**src/rtl/eop_status_pkg.sv**
```systemverilog
package eop_status_pkg;

  typedef enum logic [2:0] {
    OP_IDLE  = 3'd0,
    OP_PROG  = 3'd1,
    OP_ERASE = 3'd2,
    OP_ESUSP = 3'd3,
    OP_SPROG = 3'd4
  } op_state_e;

  localparam int POLL_POS = 7;
  localparam int TOG_POS  = 6;
  localparam int TMO_POS  = 5;
  localparam int ETOG_POS = 2;

  // States in which an embedded algorithm is actively running.
  function automatic logic op_running(op_state_e s);
    return (s == OP_PROG) || (s == OP_ERASE) || (s == OP_SPROG);
  endfunction

  // Assemble the low status byte from its flags.
  function automatic logic [7:0] pack_status(logic poll, logic tog, logic tmo, logic etog);
    logic [7:0] b;
    b = 8'h00;
    b[POLL_POS] = poll;
    b[TOG_POS]  = tog;
    b[TMO_POS]  = tmo;
    b[ETOG_POS] = etog;
    return b;
  endfunction

endpackage

```
**src/rtl/eop_addr_match.sv**
```systemverilog
module eop_addr_match #(
  parameter int AW        = 12,
  parameter int SECT_BITS = 3,
  localparam int NSECT    = 1 << SECT_BITS
) (
  input  logic [AW-1:0]    rd_addr,
  input  logic [AW-1:0]    prog_addr,
  input  logic [NSECT-1:0] erase_mask,
  output logic             in_erase_sect,
  output logic             at_prog_addr
);

  function automatic logic [SECT_BITS-1:0] sector_of(logic [AW-1:0] a);
    return a[AW-1 -: SECT_BITS];
  endfunction

  logic [SECT_BITS-1:0] rd_sect;
  logic [NSECT-1:0]     sect_hit;

  assign rd_sect = sector_of(rd_addr);

  for (genvar i = 0; i < NSECT; i++) begin : g_sect
    assign sect_hit[i] = erase_mask[i] && (rd_sect == SECT_BITS'(i));
  end

  assign in_erase_sect = |sect_hit;
  assign at_prog_addr  = (rd_addr == prog_addr);

endmodule

```
**src/rtl/eop_status_mux.sv**
```systemverilog
module eop_status_mux
  import eop_status_pkg::*;
#(
  parameter int DW = 16
) (
  input  op_state_e        state,
  input  logic             in_erase_sect,
  input  logic             at_prog_addr,
  input  logic             prog_msb,
  input  logic             tmo_flag,
  input  logic             tog_q,
  input  logic             etog_q,
  input  logic [DW-1:0]    array_data,
  output logic [DW-1:0]    dout,
  output logic             tog_adv,
  output logic             etog_adv
);

  logic sel_status;
  logic poll_b, tog_b, tmo_b, etog_b;

  always_comb begin
    sel_status = 1'b0;
    poll_b     = 1'b0;
    tog_b      = tog_q;
    tmo_b      = 1'b0;
    etog_b     = etog_q;
    tog_adv    = 1'b0;
    etog_adv   = 1'b0;
    unique case (state)
      OP_PROG: begin
        sel_status = 1'b1;
        poll_b     = ~prog_msb;
        tmo_b      = tmo_flag;
        tog_adv    = 1'b1;
      end
      OP_ERASE: begin
        sel_status = 1'b1;
        poll_b     = 1'b0;
        tmo_b      = tmo_flag;
        tog_adv    = 1'b1;
        etog_adv   = in_erase_sect;
      end
      OP_ESUSP: begin
        if (in_erase_sect) begin
          sel_status = 1'b1;
          poll_b     = 1'b1;
          etog_adv   = 1'b1;
        end
      end
      OP_SPROG: begin
        if (at_prog_addr) begin
          sel_status = 1'b1;
          poll_b     = ~prog_msb;
          tmo_b      = tmo_flag;
          etog_b     = 1'b1;
          tog_adv    = 1'b1;
        end else if (in_erase_sect) begin
          sel_status = 1'b1;
          poll_b     = 1'b1;
          etog_adv   = 1'b1;
        end
      end
      default: sel_status = 1'b0;
    endcase
  end

  always_comb begin
    if (sel_status) begin
      dout      = '0;
      dout[7:0] = pack_status(poll_b, tog_b, tmo_b, etog_b);
    end else begin
      dout = array_data;
    end
  end

endmodule

```
**src/rtl/eop_toggle_unit.sv**
```systemverilog
module eop_toggle_unit (
  input  logic clk,
  input  logic rst_n,
  input  logic rd_en,
  input  logic cmd_start,
  input  logic tog_adv,
  input  logic etog_adv,
  output logic rd_fall,
  output logic tog_q,
  output logic etog_q
);

  logic rd_q;
  logic cap_tog, cap_etog;

  assign rd_fall = rd_q && !rd_en;

  always_ff @(posedge clk or negedge rst_n) begin
    if (!rst_n) begin
      rd_q     <= 1'b0;
      cap_tog  <= 1'b0;
      cap_etog <= 1'b0;
    end else begin
      rd_q <= rd_en;
      if (rd_en) begin
        cap_tog  <= tog_adv;
        cap_etog <= etog_adv;
      end
    end
  end

  always_ff @(posedge clk or negedge rst_n) begin
    if (!rst_n) begin
      tog_q  <= 1'b0;
      etog_q <= 1'b0;
    end else if (cmd_start) begin
      tog_q  <= 1'b0;
      etog_q <= 1'b0;
    end else if (rd_fall) begin
      if (cap_tog)  tog_q  <= ~tog_q;
      if (cap_etog) etog_q <= ~etog_q;
    end
  end

endmodule

```
**src/rtl/eop_busy_track.sv**
```systemverilog
module eop_busy_track (
  input  logic clk,
  input  logic rst_n,
  input  logic cmd_start,
  input  logic running,
  output logic ready
);

  logic busy_q, run_q, run_end;

  assign run_end = run_q && !running;
  assign ready   = !busy_q;

  always_ff @(posedge clk or negedge rst_n) begin
    if (!rst_n) begin
      busy_q <= 1'b0;
      run_q  <= 1'b0;
    end else begin
      run_q <= running;
      if (cmd_start)    busy_q <= 1'b1;
      else if (run_end) busy_q <= 1'b0;
    end
  end

endmodule

```
**src/rtl/eop_status_gen.sv**
```systemverilog
module eop_status_gen
  import eop_status_pkg::*;
#(
  parameter int DW        = 16,
  parameter int AW        = 12,
  parameter int SECT_BITS = 3,
  localparam int NSECT    = 1 << SECT_BITS
) (
  input  logic             clk,
  input  logic             rst_n,
  input  logic [2:0]       op_state,
  input  logic [AW-1:0]    rd_addr,
  input  logic [NSECT-1:0] erase_mask,
  input  logic [AW-1:0]    prog_addr,
  input  logic [DW-1:0]    prog_data,
  input  logic [DW-1:0]    array_data,
  input  logic             tmo_flag,
  input  logic             rd_en,
  input  logic             cmd_start,
  output logic [DW-1:0]    dout,
  output logic             ready
);

  op_state_e state;
  logic in_erase_sect, at_prog_addr;
  logic tog_adv, etog_adv;
  logic rd_fall_w, tog_q_w, etog_q_w;
  logic running;
  logic unused_prog_bits;

  assign state            = op_state_e'(op_state);
  assign running          = op_running(state);
  assign unused_prog_bits = ^{prog_data[DW-1:8], prog_data[6:0]};

  eop_addr_match #(.AW(AW), .SECT_BITS(SECT_BITS)) u_match (
    .rd_addr       (rd_addr),
    .prog_addr     (prog_addr),
    .erase_mask    (erase_mask),
    .in_erase_sect (in_erase_sect),
    .at_prog_addr  (at_prog_addr)
  );

  eop_status_mux #(.DW(DW)) u_mux (
    .state         (state),
    .in_erase_sect (in_erase_sect),
    .at_prog_addr  (at_prog_addr),
    .prog_msb      (prog_data[7]),
    .tmo_flag      (tmo_flag),
    .tog_q         (tog_q_w),
    .etog_q        (etog_q_w),
    .array_data    (array_data),
    .dout          (dout),
    .tog_adv       (tog_adv),
    .etog_adv      (etog_adv)
  );

  eop_toggle_unit u_tog (
    .clk       (clk),
    .rst_n     (rst_n),
    .rd_en     (rd_en),
    .cmd_start (cmd_start),
    .tog_adv   (tog_adv),
    .etog_adv  (etog_adv),
    .rd_fall   (rd_fall_w),
    .tog_q     (tog_q_w),
    .etog_q    (etog_q_w)
  );

  eop_busy_track u_busy (
    .clk       (clk),
    .rst_n     (rst_n),
    .cmd_start (cmd_start),
    .running   (running),
    .ready     (ready)
  );

endmodule

```
**config.mk**
```make
export PLATFORM = sky130hd
export DESIGN_NAME = eop_status_gen
export DESIGN_NICKNAME = d
export VERILOG_FILES = /design/src/rtl/eop_status_pkg.sv /design/src/rtl/eop_addr_match.sv /design/src/rtl/eop_status_mux.sv /design/src/rtl/eop_toggle_unit.sv /design/src/rtl/eop_busy_track.sv /design/src/rtl/eop_status_gen.sv
export SDC_FILE = /design/constraint.sdc
export NUM_CORES = 1
export LEC_CHECK = 0
export ABC_AREA = 1
export ABC_CLOCK_PERIOD_IN_PS = 1080
export BUFFER_PORTS_ARGS = -buffer_cell sky130_fd_sc_hd__buf_2
export CAP_MARGIN = 0
export CORE_ASPECT_RATIO = 1.1
export CORE_MARGIN = 1.5
export CORE_UTILIZATION = 34
export CTS_CLUSTER_DIAMETER = 120
export DETAILED_ROUTE_END_ITERATION = 8
export GPL_ROUTABILITY_DRIVEN = 0
export HOLD_SLACK_MARGIN = 0.12
export PLACE_DENSITY_LB_ADDON = 0.08
export SLEW_MARGIN = 15
export SYNTH_ARGS = -nofsm -noshare
export SYNTH_HDL_FRONTEND = slang
export SYNTH_SLANG_ARGS = --single-unit
```
**constraint.sdc**
```tcl
create_clock -name clk -period 1.08 [get_ports clk]
set_clock_uncertainty 0.05 [all_clocks]
set_input_delay 0.054 -clock clk [delete_from_list [all_inputs] [get_ports clk]]
set_output_delay 0.054 -clock clk [all_outputs]
set_load 0.01 [all_outputs]
```
---- Word level (Yosys, flattened, before mapping) ----
Index checks and enable logic that the tools add are counted.
word-level totals
  flip-flop bits (word level) ............. 7
  output and inout port bits .............. 17
cells by class
  equal/unequal tests ..................... 12
  mux-type cells .......................... 22
  bitwise logic cells ..................... 3
  reduce and logical (&&, ||, !) cells .... 24
operators with widths
  cell                number
  $mux 1              16
  $mux 16             1
  $eq 3x3->1 const B  5
  $eq 12x12->1        1
  $eq 3x2->1 const B  4
  $logic_and 1x1->1   10
  $pmux 1 s3          3
  $reduce_bool 2->1   4
  $reduce_or 8->1     1
  $eq 3x1->1 const B  2
  $pmux 1 s2          2
  $reduce_and 2->1    2
  $logic_not 1->1     3
  $logic_not 3->1     1
  $not 1->1           3
  $logic_or 1x1->1    2
  $reduce_or 2->1     1

---- Logic depth before layout (Yosys ltp) ----
Gate-level depths: netlist of the first run.
  depth after elaboration ................. 7
  mapped depth ............................ 11

---- Hierarchy ----
From an unflattened synthesis of the first run, not the netlist that was laid out.
second synthesis, totals
  cells, all modules ...................... 174
  area, all modules ....................... 929.6 um^2
by module, submodules not included
  module           times used  cells an instance  area each (um^2)
  eop_status_mux   1           66                 312.8
  eop_addr_match   1           63                 289.0
  eop_toggle_unit  1           29                 222.7
  eop_busy_track   1           8                  72.6
  eop_status_gen   1           8                  32.5

---- Least setup slack after synthesis of the first run ----
Ideal clock, no wire load.
  path kind ............................... input -> output
  from .................................... in prog_addr[3]
  to ...................................... out dout[10]
  data arrival time ....................... 952 ps
  required time ........................... 976 ps
  path slack .............................. 24 ps
  stages on the path ...................... 10
  path buffers ............................ 1
  cells stage by stage .................... inv_1 > nand2_1 > nand2_1 > nor2_1 > nand2_1 > nor2_1 > nand3_2 > nand3_4 > buf_6 > nor2_2
on the way
  cells in the longest elaborated chain, start to end .. 4
ends and longest elaborated chain
  item          RTL line              RTL
  from (decl)   eop_status_gen.sv:14  input logic [AW-1:0] prog_addr,
  $eq 12x12->1  eop_addr_match.sv:27  assign at_prog_addr = (rd_addr == prog_addr);
  $mux 1        eop_status_mux.sv:52  if (at_prog_addr) begin
  $pmux 1 s3    eop_status_mux.sv:30  unique case (state)
  $mux 16       eop_status_mux.sv:69  if (sel_status) begin
  to (decl)     eop_status_gen.sv:20  output logic [DW-1:0] dout,
Every way passes these cells.

---- Worst setup path after layout of the first run ----
  from .................................... in prog_addr[2]
  to ...................................... out dout[6]
The elaborated chain is that of the path after synthesis.

==> results.md, run 1 <==
- Status: finished, violations left
- Violated checks: negative setup slack
- Worst R2R Path Depth: 3
- Worst-Skew Late Latency: about 250 ps
- Die Span X: 54.9 um
- Crit. End Element: primary output
- FF+latch count, synth: 7
- Hold Crit Class: input port to register
- Mux cell area share after synthesis: 0
- Initial Utilization: 0.359
- Final setup viols: 16
- Vias in the first global route: between 1k and 1.5k
- Pins over their slew limit: 0
- Setup_tns: -3800 ps
- Unique masters post-synth: 21
- Cell count of the worst hold path: 3
- GR Overflow Total: 0
- Post-synthesis compound-gate area fraction: 0.0423
- Crit path arrival time: 1280 ps
- Clk sinks: 7
- Total routed wirelength: 3.13 mm
- CP Launch Point: prog_addr[2]
- Area delta synth->final: 109%
- Layout fillers: approximately 240
- Ant. Diodes: 0
- Final ANT Viol Nets: 0
- CTS tree: built
- Die area: roughly 0.0033 sq mm
- I/O pin total: 89
- Max Cap Viol: 0
- Vias/cell: between 4 and 5
- Via count: roughly 1.5k
- Ys flop type: dfrtp_1
- Rows: 20
- EDFF count, synth: 0
- Synth area leaders: nand2_1, inv_1, dfrtp_1
- Hold Crit Start: op_state[0]
- Worst-margin pin slew: 339 ps
- Initial antenna violation count: 0
- Largest area contributor in the netlist: nand2_1
- Power density over the cells: between 600 and 700 mW/mm^2
- Final Non-Filler Cells: 336
- Total core area: approximately 0.0028 sq mm
- Async SR Flop Fraction: 1.00
- DR iter-0 viols: 34
- Mapped Area: just over 0.001 sq mm
- Largest net degree at the start of global routing: 8
- Kind of critical path: input port to primary output
- Crit Path Max Fanout: 4
- Share of cells above drive strength 1: 0.498
- Post-synthesis simple-gate area fraction: 0.530
- Multi-input gate area: about 780 sq um
- CTS buffer count: 3
- Lkg Pwr: approximately 1.2 nW
- Cells after synthesis: around 190
- Largest family of logic cells by synthesized area: simple AND/OR/NAND/NOR gates
- Final worst slack: -301 ps
- First-pass GRT wire length: 4.53 mm
- Unrepaired setup endpoints after global routing: yes
- Post-synthesis sequential area ratio: 0.174
- Overall power: 1.35 mW
- DRC: 0
- Final Hold Fails: 0
- Worst Hold Path EP: u_busy.run_q
- Placed insts: about 320
- Synth Area in Adders: 0
- Period utilization: 1.28
- Reg clk slew, reported paths: roughly 50 ps
- CTS H-tree lvls: 1
- Die height: between 60 and 70 um
- First drt pass iteration count: 4
- HPWL after DPL: about 2.2 mm
- Port Buffers: 73
- Fmax achieved: ~0.72 GHz
- Clock tree buffer depth: 2
- CP Launch Type: input port
- Dpl ws: -294 ps
- Area occupied by registers: 175 sq um
- Reg-to-Reg Start: u_tog.rd_q
- Post-layout min period: ~1400 ps
- Slew headroom: 0.773
- Worst reg2reg endpoint: u_tog.etog_q
- R2R Setup Slk: ~280 ps
- Xor-xnor portion of the synthesized cell area: 0.0522
- Clock tree root buffer cell: clkbuf_4
- DR WL/cell: 9.32 um
- Worst vdd ir: roughly 0.51 mV
- Synth warn: 0
- Critical Path RT: 980 ps
- # nets final: around 380
- Post-synth net total: approximately 260
- Gr usage total: 0.179
- Post-synth top area share: 0.246
- Mean post-synth cell area: ~5.3 sq um
area by class of cell:
type / count / area share
clock buffer: 4 / 0.0125
tap: 33 / 0.0196
sequential: 7 / 0.0833
timing repair buffer: 111 / 0.421
inverter: 51 / 0.0935
multi-input combinational: 130 / 0.370
sequential cells by signal, summed over array words and instances, names as in the netlist:
name            count
u_tog.rd_q          1
u_busy.run_q        1
u_tog.tog_q         1
u_tog.cap_etog      1
u_busy.busy_q       1
u_tog.cap_tog       1
u_tog.etog_q        1
worst max-delay path by stage:
stage | endpoint | depth (start not counted) | slack [ps]
finish | dout[6] | 13 | -300
global route | dout[6] | 12 | -400
CTS | dout[6] | 12 | -250
detailed placement | dout[13] | 9 | -290
global placement | dout[4] | 9 | -280
floorplan | dout[10] | 10 | 20
Yosys cell counts, types with 2 or more instances:
| master | count |
|---|---|
| a21oi_1 | 2 |
| dfrtp_1 | 7 |
| inv_1 | 50 |
| nand2_1 | 66 |
| nand3_1 | 7 |
| nand3_2 | 2 |
| nand4_1 | 5 |
| nor2_1 | 21 |
| nor2_2 | 9 |
| o21ai_0 | 4 |
| xnor2_1 | 6 |
logic make-up after synthesis:
logic type | Yosys count
AOI/OAI and AO/OA | 7
DFF | 7
buffers and inverters | 52
and+or+nand+nor | 117
xor gates and xnor gates | 6
critical path, stage by stage:
cell and delay, ps:
buf_6 70, inv_1 30, nand2_1 50, nand2_1 70, nor2_1 110, nand2_1 100
nor2_4 150, nand3_4 100, nand3_4 170, buf_6 140, nand2_2 40, nand2_1 60
buf_2 130
layout by cell type, fill, tap and decap left out, types with 4 or more instances in the layout:
cell            n
nand2_2         5
nand2_1        60
xnor2_1         4
buf_6          29
inv_2           5
dfrtp_1         7
nor2_1         14
buf_4          26
nor2_4         13
nand3_1         5
dlygate4sd3_1   4
buf_2          48
nor2_2          4
nand4_1         5
inv_1          44
per-stage QoR:
stage               instance area, sq um  utilization  hold slack, ps
finish                              2100        0.750             266
global route                        2100        0.750             292
CTS                                 1860        0.665             233
detailed placement                  1600        0.571            -157
global placement                    1600        0.571            -160
floorplan                           1010            -            -292
what timing repair did:
action,in CTS,in global routing
pin swaps,15,21
endpoints found under the setup margin,16,19
gates cloned,1,0
hold endpoints to repair,13,0
resized for setup,29,52
hold buffers,4,0
buffers inserted,5,3
routing by layer:
metal  wire length, um  vias to the layer above  global-route usage
met1              1180                      616               0.190
li1                  -                      780                   -
met5                 0                        -                   0
met4                10                        0              0.0321
met3               258                        2              0.0225
met2              1680                       66               0.361
report_power, final:
group          internal [mW]  leakage (nW)  switching (mW)
logic                  0.458          1.14           0.369
clock network          0.141        0.0150          0.0949
registers              0.281        0.0880         0.00871
Power figures use the tool's default switching activity.
==> run 2, diff against run 1 <==
--- a/config.mk
+++ b/config.mk
@@ -12,6 +12,7 @@
 export CORE_ASPECT_RATIO = 1.1
 export CORE_MARGIN = 1.5
 export CORE_UTILIZATION = 34
+export CTS_BUF_LIST = sky130_fd_sc_hd__clkbuf_4 sky130_fd_sc_hd__clkbuf_8 sky130_fd_sc_hd__clkbuf_16
 export CTS_CLUSTER_DIAMETER = 120
 export DETAILED_ROUTE_END_ITERATION = 8
 export GPL_ROUTABILITY_DRIVEN = 0
==> run 2 against run 1 <==
  * The flow still finishes with violations (negative setup slack)
  * Register-to-register slack about the same
  * Non-clock buffer count is 1 higher
  * Cell count increased by 0.30%
  * Sequential share of layout area fell by 0.074 points
  * Utilization up 0.67 points
  * Sequential cell count unchanged
  * Power up 2.8%
  * Global-route usage up 0.25 points
  * Critical endpoint unchanged
  * Largest power group unchanged
==> results.md, run 2 (same netlist as run 1, synthesis figures left out) <==
- Status: finished, violations left
- Violated checks: negative setup slack
- Hold Crit Start: op_state[0]
- Pins over their slew limit: 0 (unchanged)
- DRC: 0 (unchanged)
- Layout fillers: 230 (-2.5%)
- Final worst slack: -296 ps (+5.23 ps)
- Initial Utilization: 0.359 (unchanged)
- CTS tree: built
- CTS buffer count: 3 (unchanged)
- Total core area: 0.00280 sq mm (unchanged)
- Lkg Pwr: 1.25 nW (+0.80%)
- Kind of critical path: input port to primary output
- Vias in the first global route: 1277 (+0.63%)
- Crit-path leading delay family: simple AND/OR/NAND/NOR gates
- Rows: 20 (unchanged)
- Worst R2R Path Depth: 3 (unchanged)
- Share of cells above drive strength 1: 0.507 (+0.00823)
- GR Overflow Total: 0 (unchanged)
- Worst reg2reg endpoint: u_tog.etog_q
- CTS H-tree lvls: 1 (unchanged)
- I/O pin total: 89 (unchanged)
- Hold Crit Class: input port to register
- Period utilization: 1.27 (-0.00484)
- Critical path buffers and inverters: 4 (unchanged)
- Worst-margin pin slew: 339 ps (-0.448 ps)
- First drt pass iteration count: 4 (unchanged)
- Fmax achieved: 0.727 GHz (+0.38%)
- Final setup viols: 16 (unchanged)
- First-pass GRT wire length: 4.57 mm (+1.1%)
- Cell Chain, Critical Path: buf_6, inv_1, nand2_1, nand2_1, nor2_1, nand2_1, nor2_4, nand3_4, nand3_4, buf_6, nand2_2, nand2_1, buf_2
- Dpl ws: -294 ps (unchanged)
- Die Span X: 54.9 um (unchanged)
- Clk sinks: 7 (unchanged)
- Power density over the cells: 656 mW/mm^2 (+1.9%)
- R2R Setup Slk: 270 ps (about the same)
- Ant. Diodes: 0 (unchanged)
- Cell count of the worst hold path: 3 (unchanged)
- Placed insts: 319 (unchanged)
- Top cell by count, worst path: nand2_1
- Unrepaired setup endpoints after global routing: yes
- Overall power: 1.39 mW (+2.8%)
- Die height: 60.1 um (unchanged)
- Post-layout min period: 1380 ps (-5.23 ps)
- Die area: 0.00329 sq mm (unchanged)
- CP Launch Type: input port
- CP max stage delay: 160 ps (about the same)
- DR iter-0 viols: 19 (-44%)
- Clock tree buffer depth: 2 (unchanged)
- Crit Path Max Fanout: 4 (unchanged)
- Max Cap Viol: 0 (unchanged)
- Slew headroom: 0.773 (about the same)
- Worst Hold Path EP: u_busy.run_q
- DR WL/cell: 9.46 um (+1.6%)
- Slowest stage cell, crit path: nand3_4
- Final Non-Filler Cells: 337 (+0.30%)
- Port Buffers: 73 (unchanged)
- Reg-to-Reg Start: u_tog.rd_q
- Leading cell type in the layout, fill and taps excluded: nand2_1
- Fin Hold WS: 226 ps (-40.4 ps)
- Initial antenna violation count: 0 (unchanged)
- # nets final: 377 (+0.27%)
- Worst vdd ir: 0.508 mV (-0.55%)
- Largest net degree at the start of global routing: 8 (unchanged)
- Final ANT Viol Nets: 0 (unchanged)
- Crit path arrival time: 1270 ps (about the same)
- HPWL after DPL: 2.16 mm (unchanged)
- Crit. End Element: primary output
- Worst-Skew Late Latency: 250 ps (about the same)
- Critical Path RT: 980 ps (about the same)
- Total routed wirelength: 3.19 mm (+1.9%)
- Area delta synth->final: 111%
- Most frequent cells in the layout: nand2_1, buf_2, inv_1
- Clock tree root buffer cell: clkbuf_4
- Via count: 1452 (-0.82%)
- Gr usage total: 0.182 (+0.00253)
- Final Hold Fails: 0 (unchanged)
- Reg clk slew, reported paths: 50 ps (about the same)
- Vias/cell: 4.31 (-1.1%)
-- run 2: changes by cell type in the layout (fill, tap and decap cells not counted), sizes merged --
cell,previous run,this run
buf,107,108
-- run 2: what timing repair did --
| action | in CTS | in global routing |
|---|---|---|
| gates cloned | 1 | 0 |
| endpoints found under the hold margin | 13 | 0 |
| resized for setup | 29 | 52 |
| hold buffers | 4 | 0 |
| pin swaps | 15 | 22 |
| setup buffers | 6 | 3 |
| endpoints found under the setup margin | 16 | 19 |
-- run 2: worst max path at each step --
| stage | endpoint | cells past startpoint | start |
|---|---|---|---|
| floorplan | dout[10] | 10 | prog_addr[3] |
| global placement | dout[4] | 9 | rd_addr[11] |
| detailed placement | dout[13] | 9 | rd_addr[11] |
| CTS | dout[6] | 12 | prog_addr[5] |
| global route | dout[2] | 12 | rd_addr[0] |
| finish | dout[6] | 13 | prog_addr[2] |
-- run 2: per-layer routing --
| metal | GRT usage | vias up | part of all wire | wire length, um |
|---|---|---|---|---|
| met5 | 0 | - | 0 | 0 |
| met4 | 0.0393 | 0 | 0.0031 | 10 |
| met3 | 0.0225 | 2 | 0.075 | 239 |
| met2 | 0.366 | 58 | 0.54 | 1720 |
| met1 | 0.190 | 609 | 0.38 | 1220 |
| li1 | - | 783 | - | - |
-- run 2: report_power, final --
part	switching, mW	leakage, nW	internal (mW)	total [mW]
Combinational	0.372	1.14	0.460	0.832
Sequential	0.00974	0.0880	0.281	0.291
Clock	0.101	0.0184	0.166	0.268
Total	0.483	1.25	0.907	1.39
-- run 2: worst register-to-register path, stage by stage, from the launching register on --
cell and delay (ps):
dfrtp_1 370, nand3_2 90, o21ai_1 140, a21oi_1 50
-- run 2: metrics by stage --
stage,setup TNS (ps),util,area [sq um]
floorplan,0,-,1010
global placement,-4440,0.571,1600
detailed placement,-4580,0.571,1600
CTS,-3540,0.669,1880
global route,-5190,0.757,2120
finish,-3680,0.757,2120
-- run 2: layout make-up --
class                           count  area, sq um  share of cell area
Tap cell                           33         41.3              0.0195
Clock buffer                        4         30.0              0.0142
Timing Repair Buffer              112          888               0.419
Sequential cell                     7          175              0.0826
Inverter                           51          194              0.0914
Multi-Input combinational cell    130          792               0.373
==> run 3, diff against run 2 <==
--- a/config.mk
+++ b/config.mk
@@ -22,3 +22,4 @@
 export SYNTH_ARGS = -nofsm -noshare
 export SYNTH_HDL_FRONTEND = slang
 export SYNTH_SLANG_ARGS = --single-unit
+export TNS_END_PERCENT = 5
==> run 3 against run 2 <==
  * Clock power increased by 2%
  * Combinational power decreased by 11%
  * Sequential share of layout area increased by 0.73 points
  * Critical endpoint unchanged
  * Setup slack got worse by 3.3 ps
  * The flow still finishes with violations (negative setup slack)
  * Non-clock buffer count decreased by 2
  * Sequential cell count unchanged
  * Utilization decreased by 6.2 points
==> results.md, run 3 (same netlist as run 1, synthesis figures left out) <==
- Final setup viols: 16 (unchanged)
- Die Span X: 54.9 um (unchanged)
- Routed length on met3: 261 um (+9.2%)
- Final ANT Viol Nets: 0 (unchanged)
- Leading cell type in the layout, fill and taps excluded: nand2_1
- Total routed wirelength: 2.93 mm (-8.1%)
- Setup_tns: -3790 ps (-115 ps)
- CTS H-tree lvls: 1 (unchanged)
- # nets final: 375 (-0.53%)
- CTS tree: built
- First-pass GRT wire length: 4.51 mm (-1.4%)
- Ant. Diodes: 0 (unchanged)
- Crit. End Element: primary output
- Top cell by count, worst path: nand2_1
- Crit Path Max Fanout: 4 (unchanged)
- Worst-Skew Late Latency: 260 ps (about the same)
- Post-layout min period: 1380 ps (+3.30 ps)
- Critical Path RT: 980 ps (about the same)
- Via count: 1415 (-2.5%)
- Gr usage total: 0.179 (-0.00304)
- Final worst slack: -299 ps (-3.30 ps)
- Vias in the first global route: 1270 (-0.55%)
- Post-Route M1 WL: 1.16 mm (-4.8%)
- Port Buffers: 73 (unchanged)
- Violated checks: negative setup slack
- Crit-path leading delay family: simple AND/OR/NAND/NOR gates
- Initial antenna violation count: 0 (unchanged)
- Clock tree buffer depth: 2 (unchanged)
- Critical path buffers and inverters: 4 (unchanged)
- Kind of critical path: input port to primary output
- Slew headroom: 0.802 (+0.0291)
- Initial Utilization: 0.359 (unchanged)
- DRC: 0 (unchanged)
- Crit path arrival time: 1270 ps (about the same)
- Max Cap Viol: 0 (unchanged)
- Period utilization: 1.28 (+0.00306)
- First drt pass iteration count: 6 (+2)
- Vias/cell: 4.22 (-2.0%)
- Fmax achieved: 0.725 GHz (-0.24%)
- Slowest stage cell, crit path: nand3_4
- Cell Chain, Critical Path: buf_6, inv_1, nand2_1, nand2_1, nor2_1, nand2_1, nor2_2, nand3_2, nand3_4, buf_6, nand2_2, nand2_1, buf_2
- CP max stage delay: 180 ps (+20 ps)
- Pins over their slew limit: 0 (unchanged)
- Clk sinks: 7 (unchanged)
- Unrepaired setup endpoints after global routing: yes
- Most frequent cells in the layout: nand2_1, buf_2, inv_1
- CP Launch Type: input port
- Utilization after layout: 0.695 (-0.0616)
- Share of cells above drive strength 1: 0.487 (-0.0198)
- Area delta synth->final: 93.7%
- Worst vdd ir: 0.508 mV (about the same)
- Lkg Pwr: 1.21 nW (-3.3%)
- CTS buffer count: 3 (unchanged)
- HPWL after DPL: 2.16 mm (unchanged)
- GR Overflow Total: 0 (unchanged)
- Largest net degree at the start of global routing: 8 (unchanged)
- Worst-margin pin slew: 295 ps (-43.5 ps)
- Hold Crit Class: input port to register
- Max layer used: met4
- DR iter-0 viols: 17 (-2)
- WL met2: 1.47 mm (-14%)
- Rows: 20 (unchanged)
- I/O pin total: 89 (unchanged)
- DR WL/cell: 8.75 um (-7.5%)
- Die height: 60.1 um (unchanged)
- Final Hold Fails: 0 (unchanged)
- Total core area: 0.00280 sq mm (unchanged)
- Reg clk slew, reported paths: 50 ps (about the same)
- Dpl ws: -294 ps (unchanged)
- Status: finished, violations left
- Power density over the cells: 667 mW/mm^2 (+1.7%)
- Die area: 0.00329 sq mm (unchanged)
- Clock tree root buffer cell: clkbuf_4
## run 3: power breakdown
part | leakage, nW | internal, mW | switching (mW) | total, mW
Clock | 0.0184 | 0.167 | 0.106 | 0.273
Combinational | 1.10 | 0.408 | 0.329 | 0.738
Sequential | 0.0880 | 0.281 | 0.00794 | 0.289
## run 3: worst paths after layout
| path | startpoint | end | cells past startpoint | slack [ps] |
|---|---|---|---|---|
| max in group asynchronous | rst_n | u_busy.run_q | 3 | 160 |
| worst max-delay path | prog_addr[2] | dout[6] | 13 | -300 |
| worst max register to register | u_tog.cap_etog | u_tog.etog_q | 3 | 300 |
| min in group asynchronous | rst_n | u_tog.tog_q | 3 | 660 |
| worst min-delay path | op_state[0] | u_busy.run_q | 3 | 220 |
| worst min register to register | u_tog.cap_tog | u_tog.cap_tog | 2 | 430 |
## run 3: layout make-up
type	count	area [sq um]
Fill cell	276	855
Timing Repair Buffer	110	807
Multi-Input combinational cell	130	701
Inverter	51	194
Sequential cell	7	175
Tap cell	33	41.3
Clock buffer	4	30.0
## run 3: worst register-to-register path, stage by stage (launching register included)
cell and delay, ps:
dfrtp_1 340, nand3_1 100, o21ai_1 120, a21oi_1 50
## run 3: metrics by stage
stage | cells | cell area, sq um | hold slack [ps] | power, mW
after floorplan | 189 | 1010 | -292 | 0.579
after global placement | 319 | 1600 | -160 | 0.874
after detailed placement | 319 | 1600 | -157 | 0.878
after CTS | 334 | 1860 | 227 | 1.27
after global routing | 335 | 1950 | 257 | 1.40
final | 335 | 1950 | 224 | 1.30
## run 3: timing repair
action,4_1_cts,5_1_grt
buffers inserted,6,1
resized for setup,27,23
pin swaps,14,17
hold buffers,4,0
hold endpoints to repair,13,0
cloned,1,0
setup endpoints to repair,16,19
## run 3: metal layers
layer | vias up | global-route usage
met3 | 6 | 0.0225
met1 | 570 | 0.187
met4 | 0 | 0.0393
li1 | 775 | -
met5 | - | 0
met2 | 64 | 0.359
